<file path="src/rtl/wpseq_pkg.sv">
package wpseq_pkg;

  // detector position inside the command grammar
  typedef enum logic [2:0] {
    ST_IDLE  = 3'd0,  // waiting for first key byte
    ST_KEY1  = 3'd1,  // first key byte seen
    ST_KEY2  = 3'd2,  // second key byte seen, arm or erase may follow
    ST_DKEY1 = 3'd3,  // erase code seen, second key pair starts
    ST_DKEY2 = 3'd4,  // second pair, first byte seen
    ST_DKEY3 = 3'd5,  // second pair complete, clear code may follow
    ST_OPEN  = 3'd6   // unlock window: all writes are data
  } seqState_t;

  // indices into the pattern-hit vector
  localparam int HIT_KEYA  = 0;
  localparam int HIT_KEYB  = 1;
  localparam int HIT_ARM   = 2;
  localparam int HIT_ERASE = 3;
  localparam int HIT_CLEAR = 4;
  localparam int NUM_PATS  = 5;

  // strobes from control to datapath
  typedef struct packed {
    logic armSet;     // arm prefix completed this cycle
    logic clearSet;   // clear sequence completed this cycle
    logic periodEnd;  // page write period ends this cycle
  } ctrlStrobe_t;

endpackage

</file>
<file path="src/rtl/wpseq_datapath.sv">
module wpseq_datapath
  import wpseq_pkg::*;
#(
  parameter int ADDR_W = 15,
  parameter int DATA_W = 8,
  parameter logic [ADDR_W-1:0] ADDR_HI = 15'h5555,
  parameter logic [ADDR_W-1:0] ADDR_LO = 15'h2AAA,
  parameter logic [DATA_W-1:0] CODE_KEYA = 8'hAA,
  parameter logic [DATA_W-1:0] CODE_KEYB = 8'h55,
  parameter logic [DATA_W-1:0] CODE_ARM = 8'hA0,
  parameter logic [DATA_W-1:0] CODE_ERASE = 8'h80,
  parameter logic [DATA_W-1:0] CODE_CLEAR = 8'h20
) (
  input  logic                clk,
  input  logic                rst_n,
  input  logic                factoryInit,
  input  logic [ADDR_W-1:0]   wrAddr,
  input  logic [DATA_W-1:0]   wrData,
  input  ctrlStrobe_t         strobe,
  output logic [NUM_PATS-1:0] patHit,
  output logic                protOn
);

  localparam int PAT_AW = NUM_PATS * ADDR_W;
  localparam int PAT_DW = NUM_PATS * DATA_W;

  // pattern table, entry i at bits [i*W +: W], order follows HIT_* indices
  localparam logic [PAT_AW-1:0] PAT_ADDR = {ADDR_HI, ADDR_HI, ADDR_HI, ADDR_LO, ADDR_HI};
  localparam logic [PAT_DW-1:0] PAT_DATA = {CODE_CLEAR, CODE_ERASE, CODE_ARM, CODE_KEYB, CODE_KEYA};

  genvar gi;
  generate
    for (gi = 0; gi < NUM_PATS; gi++) begin : g_pat
      assign patHit[gi] = (wrAddr == PAT_ADDR[gi*ADDR_W +: ADDR_W]) &&
                          (wrData == PAT_DATA[gi*DATA_W +: DATA_W]);
    end
  endgenerate

  logic armPend;
  logic clearPend;

  // requested change, held until the page period closes
  always_ff @(posedge clk or negedge rst_n) begin
    if (!rst_n) begin
      armPend   <= 1'b0;
      clearPend <= 1'b0;
    end else if (strobe.periodEnd) begin
      armPend   <= 1'b0;
      clearPend <= 1'b0;
    end else if (strobe.armSet) begin
      armPend   <= 1'b1;
      clearPend <= 1'b0;
    end else if (strobe.clearSet) begin
      armPend   <= 1'b0;
      clearPend <= 1'b1;
    end
  end

  // nonvolatile protection bit: untouched by rst_n
  always_ff @(posedge clk) begin
    if (factoryInit) begin
      protOn <= 1'b0;
    end else if (strobe.periodEnd && armPend) begin
      protOn <= 1'b1;
    end else if (strobe.periodEnd && clearPend) begin
      protOn <= 1'b0;
    end
  end

endmodule

</file>
<file path="src/rtl/wpseq_ctrl.sv">
module wpseq_ctrl
  import wpseq_pkg::*;
(
  input  logic                clk,
  input  logic                rst_n,
  input  logic                wrValid,
  input  logic                pageEnd,
  input  logic [NUM_PATS-1:0] patHit,
  input  logic                protOn,
  output ctrlStrobe_t         strobe,
  output logic                commitOk,
  output logic                swallow,
  output seqState_t           seqState
);

  seqState_t nxtState;
  logic      plainOk;

  assign plainOk = !protOn;

  always_comb begin
    nxtState         = seqState;
    commitOk         = 1'b0;
    swallow          = 1'b0;
    strobe.armSet    = 1'b0;
    strobe.clearSet  = 1'b0;
    strobe.periodEnd = pageEnd;
    if (wrValid) begin
      unique case (seqState)
        ST_IDLE: begin
          if (patHit[HIT_KEYA]) begin
            swallow  = 1'b1;
            nxtState = ST_KEY1;
          end else begin
            commitOk = plainOk;
          end
        end
        ST_KEY1: begin
          if (patHit[HIT_KEYB]) begin
            swallow  = 1'b1;
            nxtState = ST_KEY2;
          end else begin
            commitOk = plainOk;
            nxtState = ST_IDLE;
          end
        end
        ST_KEY2: begin
          if (patHit[HIT_ARM]) begin
            swallow       = 1'b1;
            strobe.armSet = 1'b1;
            nxtState      = ST_OPEN;
          end else if (patHit[HIT_ERASE]) begin
            swallow  = 1'b1;
            nxtState = ST_DKEY1;
          end else begin
            commitOk = plainOk;
            nxtState = ST_IDLE;
          end
        end
        ST_DKEY1: begin
          if (patHit[HIT_KEYA]) begin
            swallow  = 1'b1;
            nxtState = ST_DKEY2;
          end else begin
            commitOk = plainOk;
            nxtState = ST_IDLE;
          end
        end
        ST_DKEY2: begin
          if (patHit[HIT_KEYB]) begin
            swallow  = 1'b1;
            nxtState = ST_DKEY3;
          end else begin
            commitOk = plainOk;
            nxtState = ST_IDLE;
          end
        end
        ST_DKEY3: begin
          if (patHit[HIT_CLEAR]) begin
            swallow         = 1'b1;
            strobe.clearSet = 1'b1;
            nxtState        = ST_OPEN;
          end else begin
            commitOk = plainOk;
            nxtState = ST_IDLE;
          end
        end
        ST_OPEN: begin
          commitOk = 1'b1;
        end
        default: begin
          nxtState = ST_IDLE;
        end
      endcase
    end
    // period end closes any window and drops any partial sequence
    if (pageEnd) begin
      nxtState        = ST_IDLE;
      strobe.armSet   = 1'b0;
      strobe.clearSet = 1'b0;
    end
  end

  always_ff @(posedge clk or negedge rst_n) begin
    if (!rst_n) begin
      seqState <= ST_IDLE;
    end else begin
      seqState <= nxtState;
    end
  end

endmodule

</file>
<file path="src/rtl/wpseq_top.sv">
module wpseq_top
  import wpseq_pkg::*;
#(
  parameter int ADDR_W = 15,
  parameter int DATA_W = 8
) (
  input  logic              clk,
  input  logic              rst_n,
  input  logic              factoryInit,
  input  logic              wrValid,
  input  logic [ADDR_W-1:0] wrAddr,
  input  logic [DATA_W-1:0] wrData,
  input  logic              pageEnd,
  output logic              commitOk,
  output logic              swallow,
  output logic              protOn
);

  logic [NUM_PATS-1:0] patHit;
  ctrlStrobe_t         strobe;
  seqState_t           seqState;

  wpseq_datapath #(
    .ADDR_W(ADDR_W),
    .DATA_W(DATA_W)
  ) dp_i (
    .clk(clk),
    .rst_n(rst_n),
    .factoryInit(factoryInit),
    .wrAddr(wrAddr),
    .wrData(wrData),
    .strobe(strobe),
    .patHit(patHit),
    .protOn(protOn)
  );

  wpseq_ctrl ctrl_i (
    .clk(clk),
    .rst_n(rst_n),
    .wrValid(wrValid),
    .pageEnd(pageEnd),
    .patHit(patHit),
    .protOn(protOn),
    .strobe(strobe),
    .commitOk(commitOk),
    .swallow(swallow),
    .seqState(seqState)
  );

endmodule

</file>
<file path="config.mk">
export PLATFORM = sky130hd
export DESIGN_NAME = wpseq_top
export DESIGN_NICKNAME = d
export VERILOG_FILES = /design/src/rtl/wpseq_pkg.sv /design/src/rtl/wpseq_datapath.sv /design/src/rtl/wpseq_ctrl.sv /design/src/rtl/wpseq_top.sv
export SDC_FILE = /design/constraint.sdc
export NUM_CORES = 1
export LEC_CHECK = 0
export BUFFER_PORTS_ARGS = -buffer_cell sky130_fd_sc_hd__buf_2
export CAP_MARGIN = 25
export CORE_MARGIN = 1.5
export CORE_UTILIZATION = 46
export DETAILED_ROUTE_END_ITERATION = 12
export PLACE_DENSITY_LB_ADDON = 0.15
export REMOVE_ABC_BUFFERS = 1
export SETUP_SLACK_MARGIN = 0.15
export SYNTH_ARGS = -nofsm -noshare
export SYNTH_HDL_FRONTEND = slang
export SYNTH_HIERARCHICAL = 1
export SYNTH_SLANG_ARGS = --single-unit
</file>
<file path="constraint.sdc">
create_clock -name clk -period 2 [get_ports clk]
set_clock_uncertainty 0.2 [all_clocks]
set_input_delay 0.2 -clock clk [delete_from_list [all_inputs] [get_ports clk]]
set_output_delay 0.2 -clock clk [all_outputs]
set_load 0.01 [all_outputs]
</file>
==> results.toml <==
[route]
firstDrtPassIters = 4
postRouteAntennaNets = 0
vias_per_cell = 5.95
routedWlPerCell_um = 16.3
remaining_drc_errors = 0
wirelength_um = 2430
drt_iter0_drc = 16
vias = 887

[grt]
antenna_found_initial = 0
overflow = 0
grt_pass1_vias = 869
grt_pass1_wl_um = 3710
grt_max_degree = 12
grt_util_all_layers_pct = 26.7

[yosys]
yosys.area.top_type = "dfrtp_1"
async_reset_ff_share_pct = 83.3
ys_ff_latch = 6
synth_most_common_cell = "nor3_1"
synth_edf_count = 0
yosysSeqAreaShare_pct = 20.3
ys_top_cells_by_count = "8 x nor3_1, 7 x nand2_1, 6 x inv_1, 6 x nor2_1"
synth.distinct_cells = 37
synth.area.top_cells = "dfrtp_1 17%, nor3_1 5.6%, nor4bb_1 5.6%"
synth_cells = 85
ys.warnings.count = 6
netlist_area_um2 = 716
avgSynthCellArea_um2 = 8.42
ys.flop_type = "dfrtp_1"
netlist.area_leader.share_pct = 17.5

[sta]
worst_slew_pin_slew_ps = 452
fin_crit_sh_pct = 113
timing.final.crit_period_ps = 2270
layout_setup_ws_ps = -267
slew_viol_final = 0
fmax_ghz = 0.441
slew_headroom_pct = 69.4
finalSetupViolCount = 2
worst_hold_slack_ps = 93.9
hold_viol = 0
grt_setup_unrepaired = "true"

[place]
place_ws_ps = -241
place.gp.congestion = 0.855
hpwl_um = 1580
port-buffer-count = 30
post_dp_cell_area_um2 = 953

[cts]
clk_transition_reported_paths_ps = 50
clockRootBuffer = "clkbuf_4"
clockBufferDepth = 2
clock_sink_count = 6
cts_tree = "built"
clk_latency_ps = 240
cts_made_buffers = 3
h-tree-depth = 1

[floorplan]
ios = 31
die_x_um = 42.4
die_h_um = 42.4
initial_core_util_pct = 48.1
die_area_um2 = 1800
core-area_um2 = 1490
fp-row-count = 14

[cells_and_area]
synthToLayoutAreaGrowth_pct = 62.2
final_util_pct = 78.0
n_antenna_cell = 0
fin_nets = 162
nFillCells = 109
postLayoutCellArea_um2 = 1160
drive_gt1_share_pct = 51.9

[worst_setup_path]
start_kind = "input pin"
worst_setup_path_end_kind = "output port"
critPathRequiredTime_ps = 1600
worstPathCellList = "buf_2 -> nor4bb_1 -> nand2_1 -> nor3_2 -> buf_4 -> mux2_4 -> o22ai_2 -> o211a_1 -> buf_2"
path_max_fanout = 4
path_delay_family = "simple AND/OR/NAND/NOR gates"
critPathSlowestCell = "nor4bb_1"
crit_type = "input pin to output port"
cpMostUsedCell = "buf_2"
path_buf_inv = 3
arrival_ps = 1870
critical_path.max_stage_delay_ps = 440

[pwr]
total_power_uw = 326
vdd_drop_max_mv = 0.305
powerDensity_nw_per_um2 = 281
leakagePower_nw = 0.553

[worst_hold_path]
holdCritPathClass = "input pin to asynchronous set/reset pin"

[status]
violations = "negative setup slack"
status = "finished, violations left"

[job]
maxCapViolations = 0
## cells in the final DEF (no fill, tap or decap), drive strengths merged, types with 2 or more instances in the layout
master and instances:
buf 45, nor3 8, nand2 7, nor2 6, inv 6, nand2b 5
dfrtp 5, clkbuf 4, nor4bb 4, mux2i 3, o21ai 3, nand3 3
dlygate4sd3 3, nor3b 3, nor4b 3, a32o 2, and4bb 2, and4b 2
o32ai 2, nand4b 2
## cell families after synthesis
| family | count (synthesis) | synth area share (%) |
|---|---|---|
| AND/OR/NAND/NOR | 49 | 47.0 |
| AO/OA/AOI/OAI | 15 | 16.8 |
| buffers and inverters | 10 | 8.39 |
| flip-flops | 6 | 20.3 |
| multiplexers | 4 | 6.29 |
| XOR/XNOR | 1 | 1.22 |
## layout make-up
| class | count | area [um^2] | area share [%] |
|---|---|---|---|
| clock buffer | 4 | 26.3 | 2.26 |
| inverter | 6 | 22.5 | 1.94 |
| multi-input combinational | 69 | 623 | 53.7 |
| sequential | 6 | 145 | 12.5 |
| tap | 16 | 20.0 | 1.72 |
| timing repair buffer | 48 | 324 | 27.9 |
## repair_timing
item	in CTS	in global routing
buffers inserted	1	0
resized for setup	18	8
pin swaps	5	3
hold endpoints to repair	7	0
hold buffers	3	0
setup endpoints to repair	4	7
## per-stage QoR
| stage | setup TNS, ps | cells |
|---|---|---|
| after global routing | -536 | 149 |
| after global placement | -450 | 141 |
| final | -486 | 149 |
| after detailed placement | -929 | 141 |
| after CTS | -220 | 149 |
| after floorplan | 0 | 81 |
## sequential cells by signal, indices dropped and copies added (netlist names)
register         count
ctrl_i/seqState      3
dp_i/armPend         1
dp_i/clearPend       1
dp_i/protOn          1
## per-layer routing
| metal | global-route usage (%) | routed length, um | up-vias | part of all wire [%] |
|---|---|---|---|---|
| met5 | 0 | 0 | - | 0 |
| met4 | 13.8 | 125 | 0 | 5.1 |
| met3 | 0.431 | 61 | 10 | 2.5 |
| met2 | 49.2 | 1270 | 24 | 52 |
| met1 | 31.0 | 974 | 429 | 40 |
| li1 | - | - | 424 | - |
## path summary, 6_finish.rpt
path	depth (start not counted)	from	to	slack, ps
max	9	wrAddr[8]	commitOk	-270
min	2	rst_n	ctrl_i/seqState[2]	90
max reg2reg	6	ctrl_i/seqState[0]	dp_i/armPend	310
min reg2reg	2	dp_i/armPend	dp_i/armPend	320
max in group asynchronous	2	rst_n	dp_i/armPend	1370
min in group clk	3	wrValid	ctrl_i/seqState[2]	150
## report_power, final
group          internal, mW  switching [mW]
clock                0.0754          0.0417
sequential            0.122   0.00000000973
combinational        0.0502          0.0375
Note: power is estimated with default switching activity, not from simulation.
